===== src/rtl/cart_dma_pkg.sv =====
package cart_dma_pkg;
  localparam int REG_AW = 5;
  localparam logic [REG_AW-1:0] OFS_MEM_ADDR  = 5'h00;
  localparam logic [REG_AW-1:0] OFS_CART_ADDR = 5'h04;
  localparam logic [REG_AW-1:0] OFS_LEN_TOCART = 5'h08;
  localparam logic [REG_AW-1:0] OFS_LEN_TOMEM  = 5'h0C;
  localparam logic [REG_AW-1:0] OFS_STATUS    = 5'h10;

  typedef enum logic {
    DIR_TO_MEM  = 1'b0,
    DIR_TO_CART = 1'b1
  } xfer_dir_e;

  typedef enum logic [1:0] {
    SQ_IDLE  = 2'd0,
    SQ_FETCH = 2'd1,
    SQ_STORE = 2'd2
  } seq_state_e;
endpackage


===== src/rtl/cart_dma_regs.sv =====
module cart_dma_regs
  import cart_dma_pkg::*;
#(
  parameter int MEM_AW  = 24,
  parameter int CART_AW = 32,
  parameter int LEN_W   = 24
) (
  input  logic               clk,
  input  logic               rst,
  input  logic               reg_we,
  input  logic [REG_AW-1:0]  reg_addr,
  input  logic [31:0]        reg_wdata,
  output logic [31:0]        reg_rdata,
  output logic               irq,
  input  logic               busy,
  input  logic               done,
  input  logic [MEM_AW-1:0]  mem_addr_cur,
  input  logic [CART_AW-1:0] cart_addr_cur,
  output logic               ld_mem,
  output logic [MEM_AW-1:0]  ld_mem_val,
  output logic               ld_cart,
  output logic [CART_AW-1:0] ld_cart_val,
  output logic               start,
  output xfer_dir_e          start_dir,
  output logic [LEN_W-1:0]   start_hw
);
  logic        err_q, irq_q;
  logic [31:0] rdata_q;
  logic        len_wr, stat_wr;

  assign len_wr  = reg_we && (reg_addr == OFS_LEN_TOMEM || reg_addr == OFS_LEN_TOCART);
  assign stat_wr = reg_we && (reg_addr == OFS_STATUS);

  assign ld_mem      = reg_we && !busy && (reg_addr == OFS_MEM_ADDR);
  assign ld_cart     = reg_we && !busy && (reg_addr == OFS_CART_ADDR);
  assign ld_mem_val  = {reg_wdata[MEM_AW-1:1], 1'b0};
  assign ld_cart_val = {reg_wdata[CART_AW-1:1], 1'b0};

  assign start     = len_wr && !busy;
  assign start_dir = (reg_addr == OFS_LEN_TOCART) ? DIR_TO_CART : DIR_TO_MEM;
  assign start_hw  = {1'b0, reg_wdata[LEN_W-1:1]} + LEN_W'(1);

  always_ff @(posedge clk) begin
    if (rst) begin
      err_q   <= 1'b0;
      irq_q   <= 1'b0;
      rdata_q <= '0;
    end else begin
      unique case (reg_addr)
        OFS_MEM_ADDR:  rdata_q <= 32'(mem_addr_cur);
        OFS_CART_ADDR: rdata_q <= 32'(cart_addr_cur);
        OFS_STATUS:    rdata_q <= {30'd0, err_q, busy};
        default:       rdata_q <= '0;
      endcase
      if (stat_wr) begin
        err_q <= 1'b0;
        irq_q <= 1'b0;
      end
      if (len_wr && busy) err_q <= 1'b1;
      if (done) irq_q <= 1'b1;
    end
  end

  assign reg_rdata = rdata_q;
  assign irq       = irq_q;

  // a status write on an idle engine leaves it idle
  a_r9_status_no_start: assert property (@(posedge clk) disable iff (rst)
    (stat_wr && !busy) |=> !busy);
  // length write while busy raises the fault flag
  a_r8_busy_len_err: assert property (@(posedge clk) disable iff (rst)
    (len_wr && busy) |=> err_q);
  // completion raises the interrupt
  a_r10_irq_on_done: assert property (@(posedge clk) disable iff (rst)
    done |=> irq_q);
endmodule


===== src/rtl/cart_dma_seq.sv =====
module cart_dma_seq
  import cart_dma_pkg::*;
#(
  parameter int MEM_AW  = 24,
  parameter int CART_AW = 32,
  parameter int LEN_W   = 24,
  parameter int DATA_W  = 16
) (
  input  logic               clk,
  input  logic               rst,
  input  logic               ld_mem,
  input  logic [MEM_AW-1:0]  ld_mem_val,
  input  logic               ld_cart,
  input  logic [CART_AW-1:0] ld_cart_val,
  input  logic               start,
  input  xfer_dir_e          start_dir,
  input  logic [LEN_W-1:0]   start_hw,
  output logic               busy,
  output logic               done,
  output logic               mem_req,
  output logic               mem_we,
  output logic [MEM_AW-1:0]  mem_addr,
  output logic [DATA_W-1:0]  mem_wdata,
  input  logic [DATA_W-1:0]  mem_rdata,
  input  logic               mem_ack,
  output logic               cart_req,
  output logic               cart_we,
  output logic [CART_AW-1:0] cart_addr,
  output logic [DATA_W-1:0]  cart_wdata,
  input  logic [DATA_W-1:0]  cart_rdata,
  input  logic               cart_ack
);
  localparam int STEP = DATA_W / 8;

  seq_state_e          state_q;
  xfer_dir_e           dir_q;
  logic [LEN_W-1:0]    remain_q;
  logic [MEM_AW-1:0]   maddr_q;
  logic [CART_AW-1:0]  caddr_q;
  logic [DATA_W-1:0]   buf_q;
  logic                mreq_q, mwe_q, creq_q, cwe_q, done_q;
  logic                src_ack, dst_ack;
  logic [DATA_W-1:0]   src_data;

  assign src_ack  = (dir_q == DIR_TO_MEM) ? cart_ack : mem_ack;
  assign dst_ack  = (dir_q == DIR_TO_MEM) ? mem_ack  : cart_ack;
  assign src_data = (dir_q == DIR_TO_MEM) ? cart_rdata : mem_rdata;

  always_ff @(posedge clk) begin
    if (rst) begin
      state_q  <= SQ_IDLE;
      dir_q    <= DIR_TO_MEM;
      remain_q <= '0;
      maddr_q  <= '0;
      caddr_q  <= '0;
      buf_q    <= '0;
      mreq_q   <= 1'b0;
      mwe_q    <= 1'b0;
      creq_q   <= 1'b0;
      cwe_q    <= 1'b0;
      done_q   <= 1'b0;
    end else begin
      done_q <= 1'b0;
      if (ld_mem)  maddr_q <= ld_mem_val;
      if (ld_cart) caddr_q <= ld_cart_val;
      unique case (state_q)
        SQ_IDLE: if (start) begin
          dir_q    <= start_dir;
          remain_q <= start_hw;
          state_q  <= SQ_FETCH;
          if (start_dir == DIR_TO_MEM) begin creq_q <= 1'b1; cwe_q <= 1'b0; end
          else begin mreq_q <= 1'b1; mwe_q <= 1'b0; end
        end
        SQ_FETCH: if (src_ack) begin
          buf_q   <= src_data;
          state_q <= SQ_STORE;
          if (dir_q == DIR_TO_MEM) begin creq_q <= 1'b0; mreq_q <= 1'b1; mwe_q <= 1'b1; end
          else begin mreq_q <= 1'b0; creq_q <= 1'b1; cwe_q <= 1'b1; end
        end
        SQ_STORE: if (dst_ack) begin
          maddr_q  <= maddr_q + MEM_AW'(STEP);
          caddr_q  <= caddr_q + CART_AW'(STEP);
          remain_q <= remain_q - LEN_W'(1);
          mreq_q   <= 1'b0;
          creq_q   <= 1'b0;
          if (remain_q == LEN_W'(1)) begin
            state_q <= SQ_IDLE;
            done_q  <= 1'b1;
          end else begin
            state_q <= SQ_FETCH;
            if (dir_q == DIR_TO_MEM) begin creq_q <= 1'b1; cwe_q <= 1'b0; end
            else begin mreq_q <= 1'b1; mwe_q <= 1'b0; end
          end
        end
        default: state_q <= SQ_IDLE;
      endcase
    end
  end

  assign busy       = (state_q != SQ_IDLE);
  assign done       = done_q;
  assign mem_req    = mreq_q;
  assign mem_we     = mwe_q;
  assign mem_addr   = maddr_q;
  assign mem_wdata  = buf_q;
  assign cart_req   = creq_q;
  assign cart_we    = cwe_q;
  assign cart_addr  = caddr_q;
  assign cart_wdata = buf_q;

  // only one port is addressed at a time
  a_r11_single_port: assert property (@(posedge clk) disable iff (rst)
    $onehot0({mreq_q, creq_q}));
  // memory request held steady until acknowledged
  a_r11_mem_hold: assert property (@(posedge clk) disable iff (rst)
    (mreq_q && !mem_ack) |=> (mreq_q && $stable(maddr_q) && $stable(mwe_q)));
  // cartridge request held steady until acknowledged
  a_r11_cart_hold: assert property (@(posedge clk) disable iff (rst)
    (creq_q && !cart_ack) |=> (creq_q && $stable(caddr_q) && $stable(cwe_q)));
  // an idle engine drives no request
  a_r1_idle_quiet: assert property (@(posedge clk) disable iff (rst)
    !busy |-> (!mreq_q && !creq_q));
endmodule


===== src/rtl/cart_dma_engine.sv =====
module cart_dma_engine
  import cart_dma_pkg::*;
#(
  parameter int MEM_AW  = 24,
  parameter int CART_AW = 32,
  parameter int LEN_W   = 24,
  parameter int DATA_W  = 16
) (
  input  logic               clk,
  input  logic               rst,
  input  logic               reg_we,
  input  logic [4:0]         reg_addr,
  input  logic [31:0]        reg_wdata,
  output logic [31:0]        reg_rdata,
  output logic               irq,
  output logic               mem_req,
  output logic               mem_we,
  output logic [MEM_AW-1:0]  mem_addr,
  output logic [DATA_W-1:0]  mem_wdata,
  input  logic [DATA_W-1:0]  mem_rdata,
  input  logic               mem_ack,
  output logic               cart_req,
  output logic               cart_we,
  output logic [CART_AW-1:0] cart_addr,
  output logic [DATA_W-1:0]  cart_wdata,
  input  logic [DATA_W-1:0]  cart_rdata,
  input  logic               cart_ack
);
  logic               busy, done, ld_mem, ld_cart, start;
  logic [MEM_AW-1:0]  ld_mem_val;
  logic [CART_AW-1:0] ld_cart_val;
  logic [LEN_W-1:0]   start_hw;
  xfer_dir_e          start_dir;

  cart_dma_regs #(
    .MEM_AW(MEM_AW), .CART_AW(CART_AW), .LEN_W(LEN_W)
  ) regs_i (
    .clk(clk), .rst(rst),
    .reg_we(reg_we), .reg_addr(reg_addr), .reg_wdata(reg_wdata),
    .reg_rdata(reg_rdata), .irq(irq),
    .busy(busy), .done(done),
    .mem_addr_cur(mem_addr), .cart_addr_cur(cart_addr),
    .ld_mem(ld_mem), .ld_mem_val(ld_mem_val),
    .ld_cart(ld_cart), .ld_cart_val(ld_cart_val),
    .start(start), .start_dir(start_dir), .start_hw(start_hw)
  );

  cart_dma_seq #(
    .MEM_AW(MEM_AW), .CART_AW(CART_AW), .LEN_W(LEN_W), .DATA_W(DATA_W)
  ) seq_i (
    .clk(clk), .rst(rst),
    .ld_mem(ld_mem), .ld_mem_val(ld_mem_val),
    .ld_cart(ld_cart), .ld_cart_val(ld_cart_val),
    .start(start), .start_dir(start_dir), .start_hw(start_hw),
    .busy(busy), .done(done),
    .mem_req(mem_req), .mem_we(mem_we), .mem_addr(mem_addr),
    .mem_wdata(mem_wdata), .mem_rdata(mem_rdata), .mem_ack(mem_ack),
    .cart_req(cart_req), .cart_we(cart_we), .cart_addr(cart_addr),
    .cart_wdata(cart_wdata), .cart_rdata(cart_rdata), .cart_ack(cart_ack)
  );
endmodule


===== config.mk =====
export PLATFORM = sky130hd
export DESIGN_NAME = cart_dma_engine
export DESIGN_NICKNAME = d
export VERILOG_FILES = /design/src/rtl/cart_dma_pkg.sv /design/src/rtl/cart_dma_regs.sv /design/src/rtl/cart_dma_seq.sv /design/src/rtl/cart_dma_engine.sv
export SDC_FILE = /design/constraint.sdc
export NUM_CORES = 1
export LEC_CHECK = 0
export BUFFER_PORTS_ARGS = -buffer_cell sky130_fd_sc_hd__buf_2
export CORE_MARGIN = 10
export CORE_UTILIZATION = 54
export DETAILED_ROUTE_END_ITERATION = 7
export GPL_TIMING_DRIVEN = 0
export PLACE_DENSITY = 0.81
export SKIP_CTS_REPAIR_TIMING = 1
export SLEW_MARGIN = 20
export SYNTH_ARGS = -nofsm -noshare
export SYNTH_HDL_FRONTEND = slang
export SYNTH_HIERARCHICAL = 1
export SYNTH_SLANG_ARGS = --single-unit

===== constraint.sdc =====
create_clock -name clk -period 3.3 [get_ports clk]
set_clock_uncertainty 0.15 [all_clocks]
set_input_delay 0.66 -clock clk [delete_from_list [all_inputs] [get_ports clk]]
set_output_delay 0.66 -clock clk [all_outputs]
set_load 0.03 [all_outputs]

## Yosys cells after proc, flatten, opt, wreduce, memory -nomap -nowiden

Cells that the tools add are included.

- Flip-flop bits (word level): 138
- Input bits: 74
- Output and inout port bits: 125
- Word-level logic and storage cells: 115

- Add/sub/neg operators: 4
- Equal/unequal tests: 17
- Mux-type cells: 53
- Bitwise operators: 2
- Reductions and logical operators: 25

Operator list:

| cell | number |
|---|---|
| 2-to-1 mux 24 bit | 5 |
| 2-to-1 mux 32 bit | 3 |
| one-hot mux 32 bit (3 select lines) | 1 |
| one-hot mux 24 bit (2 select lines) | 1 |
| 2-to-1 mux 1 bit | 34 |
| adder 32 x 2 -> 32 bit (second input constant) | 1 |
| adder 23 x 1 -> 24 bit (second input constant) | 1 |
| adder 24 x 2 -> 24 bit (second input constant) | 1 |
| == test 24 x 1 -> 1 bit (second input constant) | 1 |
| subtractor 24 x 1 -> 24 bit (second input constant) | 1 |
| 2-to-1 mux 16 bit | 1 |
| AND reduction 8 bit | 2 |
| one-hot mux 1 bit (3 select lines) | 4 |
| == test 5 x 4 -> 1 bit (second input constant) | 2 |
| inequality test 2 x 1 -> 1 bit (second input constant) | 5 |
| inequality test 2 bit (second input constant) | 5 |
| AND reduction 5 bit | 2 |
| nonzero test 2 bit | 4 |
| logical AND 1 bit | 7 |
| 2-to-1 mux 2 bit | 3 |
| one-hot mux 2 bit (3 select lines) | 1 |
| AND reduction 3 bit | 2 |
| == test 5 x 3 -> 1 bit (second input constant) | 1 |
| == test 5 bit (second input constant) | 1 |
| 10 further kinds | 12 |

## Logic depth before layout (Yosys ltp)

- Depth in word-level cells: 7
- Mapped depth: 12

## Cells and area by module

The synthesis kept the hierarchy.

By module, submodules not included:

| module | times used | cells each | area each (um^2) |
|---|---|---|---|
| cart_dma_seq | 1 | 781 | 6,120.9 |
| cart_dma_regs | 1 | 241 | 2,037.0 |

## Worst setup path after synthesis

Ideal clock, no wire load.

- Kind: input-to-reg
- From: in reg_addr[1]
- To: reg seq_i.cwe_q, in the netlist seq_i/cart_we
- Library setup time: 0.072 ns
- Arrival: 2.724 ns
- Data required time: 3.078 ns
- Path slack: 0.354 ns
- Stages on the path: 7
- Path through: or4b_1 > nor2_1 > inv_1 > a222oi_1 > inv_1 > a211oi_1 > mux2i_1

- Cells in the longest elaborated chain, start to end: 6
- Elaborated cells between the ends (all ways): 9
- Those cells by class: 4 x eq/ne; 1 x mux; 4 x reduce/logical

Ends and longest elaborated chain:

| what | RTL line | source |
|---|---|---|
| start, declared | cart_dma_engine.sv:12 | `input logic [4:0] reg_addr,` |
| == test 5 x 4 -> 1 bit | cart_dma_regs.sv:31 | `assign len_wr = reg_we && (reg_addr == OFS_LEN_TOMEM \|\| reg_addr == OFS_LEN_TOCART);` |
| logical OR 1 bit (*) | cart_dma_regs.sv:31 |  |
| logical AND 1 bit (*) | cart_dma_regs.sv:31 |  |
| logical AND 1 bit (*) | cart_dma_regs.sv:39 | `assign start = len_wr && !busy;` |
| named net start | cart_dma_engine.sv:29 | `logic busy, done, ld_mem, ld_cart, start;` |
| inequality test 2 bit (no source line) (*) | - |  |
| AND reduction 8 bit (no source line) (*) | - |  |
| end signal, assigned | cart_dma_seq.sv:60 | `cwe_q <= 1'b0;` |
| end signal, assigned | cart_dma_seq.sv:71 | `if (start_dir == DIR_TO_MEM) begin creq_q <= 1'b1; cwe_q <= 1'b0; end` |
| end signal, assigned | cart_dma_seq.sv:78 | `else begin mreq_q <= 1'b0; creq_q <= 1'b1; cwe_q <= 1'b1; end` |
| end, declared | cart_dma_seq.sv:41 | `logic mreq_q, mwe_q, creq_q, cwe_q, done_q;` |

Mark *: on every way through the listed nets, which the timed path passes. The rest lies on a longest branch.
A chain may end at the register's enable or synchronous reset.

## Worst setup path after layout

- From: reg seq_i.state_q[0]
- To: reg seq_i.remain_q[7]

- Cells in the longest elaborated chain, start to end: 5
- Elaborated cells between the ends (all ways): 10
- Those cells by class: 3 x eq/ne; 1 x mux; 6 x reduce/logical

Ends and longest elaborated chain:

| what | RTL line | source |
|---|---|---|
| start, declared | cart_dma_seq.sv:35 | `seq_state_e state_q;` |
| start signal, assigned | cart_dma_seq.sv:51 | `state_q <= SQ_IDLE;` |
| start signal, assigned | cart_dma_seq.sv:70 | `state_q <= SQ_FETCH;` |
| start signal, assigned | cart_dma_seq.sv:76 | `state_q <= SQ_STORE;` |
| nonzero test 2 bit | cart_dma_seq.sv:100 | `assign busy = (state_q != SQ_IDLE);` |
| named net busy | cart_dma_engine.sv:29 |  |
| logical NOT 1 bit | cart_dma_regs.sv:39 |  |
| logical AND 1 bit | cart_dma_regs.sv:39 |  |
| named net start | cart_dma_engine.sv:29 |  |
| inequality test 2 bit (no source line) | - |  |
| AND reduction 3 bit (no source line) | - |  |
| end signal, assigned | cart_dma_seq.sv:69 | `remain_q <= start_hw;` |
| end signal, assigned | cart_dma_seq.sv:83 | `remain_q <= remain_q - LEN_W'(1);` |
| end, declared | cart_dma_seq.sv:37 | `logic [LEN_W-1:0] remain_q;` |

The timed path passes the listed nets, and every way through them passes these cells.

==> impl_results.md <==
- 1st-pass router iterations: 7
- Slew Viols, Final: 0
- Final worst path period share: between 90% and 100%
- Maximum number of pins on one net before global-route repair: 17
- Total Wirelength: slightly below 30000 µm
- Min Clock Period, post-route: 3.12 ns
- DP Cell Count: 1395
- Clock latency of the later-clocked register in the worst-skew pair: 0.42 ns
- Path class of the lowest-slack min-delay path: flip-flop to flip-flop
- Achievable clock frequency: 320 MHz
- P per Cell Area: 604 nW/µm²
- Setup_tns: 0 ns
- Synth Flop Type: dfxtp_1
- Post-Synthesis Mean Instance Area: 7.98 µm²
- Vias in the first global route: between 8k and 9k
- Clock tree from TritonCTS: done
- Clock Power Share: 33.0%
- CTS H-tree lvls: 4
- Global-route usage over all layers: 27.6%
- Number of different library cells in the post-synthesis netlist: 75
- Synthesis warning total: 6
- Status: finished clean
- Worst hold path cell count: 2
- Detailed Route Iter0 Violations: 1271
- Post-synthesis register bit count: 138
- Fraction of synthesis flops using an asynchronous set or reset pin: 0%
- Total congestion overflow: 0
- Internal reg-to-reg setup slack: 0.18 ns
- Placeable Area: 14600 µm²
- Combinational share of power: about 34%
- Fraction of layout instances using a drive strength above 1: 28.3%
- Routed WL per cell: ~21 µm
- Power share of the sequential group: 32.9%
- Number of antenna violations at the first check in global routing: 1
- Reg2Reg Launch Point: seq_i/state_q[0]
- Slew @ Worst Pin: about 0.96 ns
- Clock sink total: about 140
- Hold endpoint: regs_i/irq
- Final standard cell area without fillers: 9960 µm²
- Count of flip-flops with a built-in enable after synthesis: 0
- DIE HEIGHT: ~140 µm
- Type of element capturing the critical path: flip-flop
- Clock-pin slew on the worst setup and hold paths: approximately 0.06 ns
- Placement-stage cell area: 9330 µm²
- Final weighted congestion in routability-driven placement: 1.01
- Via count normalized by instance count: 6.27
- Final Hold Slack: approximately 0.30 ns
- Starting utilization of the core area: 55.7%
- Hold violation count in the final report: 0
- Switching Share: 36.3%
- Maximum vdd ir drop: 0.476 mV
- DP Wirelength: about 22000 µm
- Cell internal power dissipation: approximately 3.8 mW
- Number of port buffers: between 150 and 200
- Io pins: 199
- Post-synthesis instance total: 1022
- R2r worst-path depth: 11
- Unrepaired setup endpoints after global routing: false
- Total of endpoints with negative setup slack in the final report: 0
- Area added between synthesis and finish: 22.1%
- Deepest clock path buffer count: 2
- Number of nets in the layout: 1315
- Antenna Nets Post-Route: 0
- TritonCTS Buffers: 17
- Kind of start point of the critical path: flip-flop
- Critical path arrival: 3.29 ns
- Final non-filler cell total: 1426
- Worst Path Class, Setup: flip-flop to flip-flop
- Hold Startpoint: seq_i/done
- Data required time of the critical path: around 3.5 ns
- Overall via count from detail_route: 8941
- Leading cell type in the layout, fill and taps excluded: buf_2
- Count of standard-cell rows: between 40 and 50
- Die X: between 100 and 150 µm
- Root buffer selected by CTS: clkbuf_16
- DRC Markers: 0
- Worst R2R End: seq_i/remain_q[7]
- Lkg Pwr: between 4 and 5 nW
- Number of max-capacitance violations reported: 0
- Worst-case headroom to the max-slew limit: a little over a third
- Reported net switching power: 2.19 mW
- Seq/Total Area, Yosys: 33.9%
- Synth Cell Area: 8160 µm²
- Maximum fanout count along the critical path: 10
- Global-route wire length before repair: about 45000 µm
- Total Die Area: 20400 µm²
- Top library cells by usage in the layout, fill and taps aside: buf_2, dfxtp_1, nor2_1
## synth_stat cells (12+ instances only)
cell | instances | area, µm²
a21oi_1 | 59 | 295
xor2_1 | 15 | 131
mux2i_1 | 27 | 270
a211oi_1 | 36 | 270
nand4_1 | 27 | 169
buf_4 | 76 | 571
a22oi_1 | 28 | 210
a31oi_1 | 18 | 113
nand2_1 | 73 | 274
o21ai_0 | 58 | 290
nor3_1 | 32 | 160
nand3_1 | 38 | 190
and3_1 | 15 | 93.8
and2_1 | 15 | 93.8
xnor2_1 | 17 | 149
nor2_1 | 113 | 424
nor4_1 | 12 | 75.1
inv_1 | 23 | 86.3
dfxtp_1 | 138 | 2760
clkbuf_1 | 31 | 116
## power by group through the flow
| stage | Combinational (mW) | Clock (mW) | Sequential, mW |
|---|---|---|---|
| floorplan | 1.24 | 0 | 2.16 |
| global placement | 1.95 | 0 | 2.01 |
| detailed placement | 1.97 | 0 | 2.01 |
| CTS | 1.98 | 2.00 | 1.98 |
| global route | 2.19 | 2.07 | 2.00 |
| finish | 2.05 | 1.99 | 1.98 |
## layout make-up
class | count | area, µm²
fill | 1300 | 4680
multi-input combinational | 735 | 4520
sequential | 138 | 2760
timing repair buffer | 190 | 956
buffer | 126 | 797
clock buffer | 20 | 457
tap | 184 | 230
clock inverter | 8 | 146
inverter | 24 | 90.1
antenna | 1 | 2.50
## critical path: stages (launching register included)
cell and delay [ns]:
dfxtp_1 0.34, inv_1 0.09, ha_1 0.14, buf_2 0.18
inv_1 0.12, nand2b_1 0.24, nor2_1 0.34, mux2_2 0.25
a21boi_2 0.42, clkbuf_2 0.34, nand2_1 0.21, o32ai_1 0.19
## state kept, by name, indices dropped and copies added (netlist names)
| register | count |
|---|---|
| regs_i/err_q | 1 |
| regs_i/irq | 1 |
| regs_i/reg_rdata | 32 |
| seq_i/cart_addr | 32 |
| seq_i/cart_req | 1 |
| seq_i/cart_wdata | 16 |
| seq_i/cart_we | 1 |
| seq_i/dir_q | 1 |
| seq_i/done | 1 |
| seq_i/mem_addr | 24 |
| seq_i/mem_req | 1 |
| seq_i/mem_we | 1 |
| seq_i/remain_q | 24 |
| seq_i/state_q | 2 |
## through the flow
step	worst slack [ns]	utilization [%]	power, mW
detailed placement	-0.410	63.7	3.98
global route	0.0232	68.0	6.26
CTS	-0.0996	67.8	5.96
floorplan	0.354	-	3.40
finish	0.179	68.0	6.02
global placement	-0.402	63.7	3.96
## metal layers
metal	global-route usage [%]	part of all wire (%)	up-vias
met4	12.8	3.7	0
met2	43.1	46	609
li1	-	-	4091
met5	0	0	-
met1	34.6	39	4157
met3	7.76	11	84
## how the worst max path moves through the flow
stage | endpoint | startpoint | cells after the start | slack [ns]
2_1_floorplan | seq_i/cart_we | reg_addr[1] | 7 | 0.35
3_3_place_gp | seq_i/remain_q[15] | reg_addr[1] | 8 | -0.40
3_5_place_dp | seq_i/mem_addr[22] | reg_addr[1] | 9 | -0.41
4_1_cts | seq_i/remain_q[15] | seq_i/state_q[1] | 11 | -0.1
5_1_grt | seq_i/remain_q[1] | seq_i/state_q[1] | 11 | 0.02
6_report | seq_i/remain_q[7] | seq_i/state_q[0] | 11 | 0.18
## kinds of logic (layout without fill, tap and decap cells)
family          Yosys count  in the layout  share of synthesized area, %
flops                   138            138                          33.9
xor+xnor                 32             32                          3.44
mux                      38             38                          4.83
buf+inv                 150            368                          10.8
compound gates          262            262                          20.9
simple gates            392            392                          24.8
fa+ha+maj                 9              9                          1.38
other cells               1              3                        0.0460
No activity file was read; power rests on OpenSTA's default activity.
